## config.mk

```make
export PLATFORM = sky130hd
export DESIGN_NAME = tcg_colorizer
export DESIGN_NICKNAME = d
export VERILOG_FILES = /design/src/rtl/tcg_pkg.sv /design/src/rtl/tcg_colorizer.sv
export SDC_FILE = /design/constraint.sdc
export NUM_CORES = 1
export LEC_CHECK = 0
export BUFFER_PORTS_ARGS = -buffer_cell sky130_fd_sc_hd__buf_2
export CAP_MARGIN = 20
export CORE_AREA = 2 2 39 41
export DETAILED_ROUTE_END_ITERATION = 12
export DIE_AREA = 0 0 41 43
export GPL_TIMING_DRIVEN = 0
export PLACE_DENSITY = 0.7
export SYNTH_ARGS = -nofsm -noshare
export SYNTH_HDL_FRONTEND = slang
export SYNTH_SLANG_ARGS = --single-unit
export TNS_END_PERCENT = 10
```

## constraint.sdc

```tcl
create_clock -name vclk -period 1.8
set_input_delay 0.36 -clock vclk [all_inputs]
set_output_delay 0.36 -clock vclk [all_outputs]
set_load 0.02 [all_outputs]
```

## src/rtl/tcg_pkg.sv

```systemverilog
package tcg_pkg;
   localparam int NUM_BARS = 8;
   localparam int BAR_IDX_W = $clog2(NUM_BARS);

   typedef logic [BAR_IDX_W-1:0] bar_idx_t;

   typedef struct packed {
      logic r;
      logic g;
      logic b;
   } prim_t;

   // Primary mask per bar: white, yellow, cyan, green, magenta, red, blue, black
   function automatic prim_t bar_prim(bar_idx_t idx);
      prim_t p;
      p.r = ~idx[1];
      p.g = ~idx[2];
      p.b = ~idx[0];
      return p;
   endfunction
endpackage

```

## src/rtl/tcg_colorizer.sv

```systemverilog
module tcg_colorizer
   import tcg_pkg::*;
#(
   parameter int FRAME_W = 768,
   parameter int FRAME_H = 768,
   parameter int CHART_W = 512,
   parameter int CHART_H = 512,
   parameter int OFS_X   = 128,
   parameter int OFS_Y   = 128,
   parameter int BAR_W   = 64,
   parameter int CW      = 8,
   localparam int XW = $clog2(FRAME_W),
   localparam int YW = $clog2(FRAME_H)
) (
   input  logic          en,
   input  logic [XW-1:0] hx,
   input  logic [YW-1:0] vy,
   output logic [3*CW-1:0] rgb,
   output logic          in_chart,
   output logic          line_start,
   output logic          frame_start
);
   localparam int BSH = $clog2(BAR_W);

   logic          in_x, in_y;
   logic [XW-1:0] dx;
   bar_idx_t      idx;
   prim_t         prim;

   always_comb begin
      in_x = (32'(hx) >= OFS_X) && (32'(hx) < OFS_X + CHART_W);
      in_y = (32'(vy) >= OFS_Y) && (32'(vy) < OFS_Y + CHART_H);
      dx   = hx - XW'(OFS_X);
      idx  = BAR_IDX_W'(dx >> BSH);
      prim = bar_prim(idx);
      in_chart    = en && in_x && in_y;
      line_start  = en && (hx == '0);
      frame_start = en && (hx == '0) && (vy == '0);
      if (in_chart) begin
         rgb = {{CW{prim.r}}, {CW{prim.g}}, {CW{prim.b}}};
      end else begin
         rgb = '0;
      end
   end
endmodule

```

Yosys cells after proc, flatten, opt, wreduce, memory -nomap -nowiden
Index checks and enable logic that the tools add are counted.

cells by class
  bitwise logic cells = 3
  reduce and logical (&&, ||, !) cells = 8
  multiplexer cells = 1
  $add $sub $neg = 1
  $lt $le $gt $ge = 4

operator list
  cell                    number
  $mux W24                1
  $ge A10 B8 Y1 const B   2
  $logic_not A10 Y1       2
  $lt A10 B10 Y1 const B  2
  $sub A9 B8 Y9 const B   1
  $logic_and A1 B1 Y1     6
  $not A1 Y1              3

storage, ports and cells
  register bits = 0
  logic and storage cells = 17

Longest topological paths before layout
  word-level depth = 5
  depth in mapped cells = 5
  mapped depth without buffers = 4

Worst setup path after synthesis
No wires, ideal clock.

  path kind = input-to-output
  start = input port hx[6]
  end = output port rgb[10]
  setup slack = -527 ps
  cell stages on the path = 4
  data required time = 1,440 ps
  path buffers = 1
  arrival time = 1,967 ps
  cells stage by stage = nor4_1 a31oi_1 nor3_1 buf_4

on the way
  word-level cells in the longest chain between the ends = 5
  elaborated cells on any way between the ends = 8

ends and longest elaborated chain
  what                                                    line                 source
  from (decl)                                             tcg_colorizer.sv:16  input logic [XW-1:0] hx,
  $ge A10 B8 Y1 / $lt A10 B10 Y1 (equally long branches)  tcg_colorizer.sv:31  in_x = (32'(hx) >= OFS_X) && (32'(hx) < OFS_X + CHART_W);
  $logic_and A1 B1 Y1                                     tcg_colorizer.sv:31
  $logic_and A1 B1 Y1 (2 in series)                       tcg_colorizer.sv:36  in_chart = en && in_x && in_y;
  $mux W24 (*)                                            tcg_colorizer.sv:39  if (in_chart) begin
  to (decl)                                               tcg_colorizer.sv:18  output logic [3*CW-1:0] rgb,

Mark *: on every way between the ends. The rest lies on a longest branch, timed or not.

Worst setup path in the final report
  start = input port hx[2]
  end = output port rgb[6]

Same word-level chain as after synthesis.

==> flow_summary_export.csv <==
group,metric,value,unit
routing,ant_nets,0,
floorplan,core_area,1380,µm²
pwr,clkPwrFrac,0,
routing,dr.first_iter.drc_count,9,
sta,post-route-period-util,1.06,
sta,final_max_slew_viol_count,0,
floorplan,ios,48,
setup_path,critical_path.slowest_cell,"nor4_4",
sta,hold_viol_final,0,
pwr,leakagePower,0.471,nW
yosys,yosys.area.top_type,"buf_4",
global_routing,grt_pass1_vias,407,
yosys,avgSynthCellArea,6.91,µm²
floorplan,dieArea,1760,µm²
sta,fmax,0.524,GHz
routing,finalWirelength,1110,µm
floorplan,start_util,0.210,
yosys,netlist_top_cells_count,"21 x buf_4, 4 x nor3_1",
setup_path,crit_arrival,1.55,ns
routing,vias,457,
worst_hold_path,whs_endpoint,"rgb[0]",
pwr,switchingPower,0.0849,mW
yosys,netlist_instances,42,
global_routing,track_usage,0.111,
routing,drt-wirelength-per-cell,9.90,µm
global_routing,grt_max_degree,9,
sta,final.min_clock_period,1.91,ns
yosys,synth_warnings,0,
global_routing,overflow,0,
yosys,ys_seq_area_frac,0,
routing,routed_via_density,4.08,
routing,first_pass_iters,2,
worst_hold_path,hold_start,"hx[6]",
final_layout,final_layout_size_suffix_gt1_frac,0.896,
yosys,syn_area,290,µm²
floorplan,fp.dieW,41,µm
yosys,synth_top_area_share,0.543,
final_layout,syn_to_final_growth,205,%
setup_path,path_max_fanout,8,
yosys,syn_nets,64,
pwr,p_per_area,225,nW/µm²
run_status,status,"finished with violations",
final_layout,n_antenna_cell,0,
pwr,switching_share,0.427,
pwr,combPwrFrac,1.000,
worst_hold_path,min_path_cells,3,
placed_design,numPortBuffers,48,
setup_path,path_cells,"buf_6, nor4_4, a31oi_4, nor3_4, buf_4, buf_6",
setup_path,setup.worst_path.start_class,"primary input",
final_layout,final_nets,120,
floorplan,rows,14,
final_layout,regArea,0,µm²
final_layout,clkbuf_count,0,
sta,slew_headroom,0.787,
setup_path,critPathCaptureType,"output port",
floorplan,fp.dieH,43,µm
sta,rsz0062_at_grt,"yes",
yosys,synth.distinct_cells,15,
setup_path,cpPeakStageDelay,0.36,ns
pwr,p_int,0.114,mW
global_routing,antenna_found_initial,0,
worst_hold_path,holdCritPathClass,"in -> out",
final_layout,design.seq.count,0,
yosys,synth_area_leaders,"buf_4 54%, nor3_1 6.9%, ha_1 4.3%",
setup_path,worst-setup-path-type,"in -> out",
pwr,vdd_drop_max,0.0000978,V
pwr,seq_power_share,0,
placed_design,dp_hpwl,781,µm
routing,drc_errors,0,
sta,setup-violations-final,16,
yosys,synth.most_common_cell,"buf_4",
flow_run,maxCapViolations,0,
placed_design,pre_cts_ws,-0.282,ns
final_layout,fin_util,0.639,
sta,setup_ws,-0.109,ns
placed_design,gp_congestion,0.603,
sta,holdWs,1.09,ns
pwr,total_power,0.199,mW
global_routing,grt_pass1_wl,1480,µm
setup_path,required,1.44,ns
setup_path,crit_path_frequent_cell,"buf_6",
run_status,violations,"setup timing",
sta,final.setup.tns,-1.40,ns
sta,worst_slew_pin_slew,0.318,ns
[worst max path at each step]
stage | from | to | slack, ns
final | hx[2] | rgb[6] | -0.11
after global routing | hx[2] | rgb[2] | -0.21
after CTS | hx[2] | rgb[9] | -0.17
after detailed placement | hx[6] | rgb[9] | -0.28
after global placement | hx[6] | rgb[15] | -0.25
after floorplan | hx[6] | rgb[10] | -0.05
[routing by layer]
layer,track usage,vias to the layer above,share of wire
li1,-,235,-
met1,0.118,196,0.33
met2,0.228,26,0.58
met3,0.00524,0,0.095
met4,0,0,0
met5,0,-,0
[kinds of logic (layout without fill, tap and decap cells)]
kind of cell | Yosys count | in the layout | synth area share
compound gates | 3 | 3 | 0.0560
simple gates | 15 | 15 | 0.332
buf+inv | 23 | 77 | 0.569
fa+ha+maj | 1 | 1 | 0.0431
[layout by cell type (no fill, tap or decap)]
cell     instances
a31oi_4          1
and3_1           1
nor4_4           1
nor2_4           1
inv_1            2
buf_8            2
and4_1           1
buf_2           19
o21ai_1          1
nand4_1          1
buf_6           33
nor4_1           1
nor3_1           1
or3_4            2
or4_4            1
nor2_1           1
nor3_4           2
nor3_2           2
buf_4           21
o21ai_2          1
ha_1             1
[power groups by stage]
stage                     Combinational, mW  Clock [mW]  Sequential (mW)
final                                 0.199           0                0
after global routing                  0.212           0                0
after CTS                             0.169           0                0
after detailed placement              0.138           0                0
after global placement                0.136           0                0
after floorplan                      0.0850           0                0
[cell type report]
| type | count | area (µm²) |
|---|---|---|
| fillers | 114 | 499 |
| repair buffers | 54 | 478 |
| plain buffers | 21 | 176 |
| well taps | 16 | 20.0 |
| inverters | 2 | 7.51 |
| multi-input cells | 19 | 203 |
[critical path: cells and delay by family]
kind | cells | cell delay [ns]
AO/OA/AOI/OAI | 1 | 0.18
AND/OR/NAND/NOR | 2 | 0.64
buffers and inverters | 3 | 0.37
[timing repair]
action / 4_1_cts / 5_1_grt
hold buffers: 0 / 0
buffers inserted: 3 / 3
setup endpoints to repair: 25 / 25
resized for setup: 34 / 32
pin swaps: 5 / 5
[per-stage QoR]
| stage | area, µm² | instances |
|---|---|---|
| floorplan | 354 | 42 |
| global placement | 614 | 106 |
| detailed placement | 614 | 106 |
| CTS | 752 | 109 |
| global route | 885 | 112 |
| finish | 885 | 112 |
(Power assumes the default switching activity.)
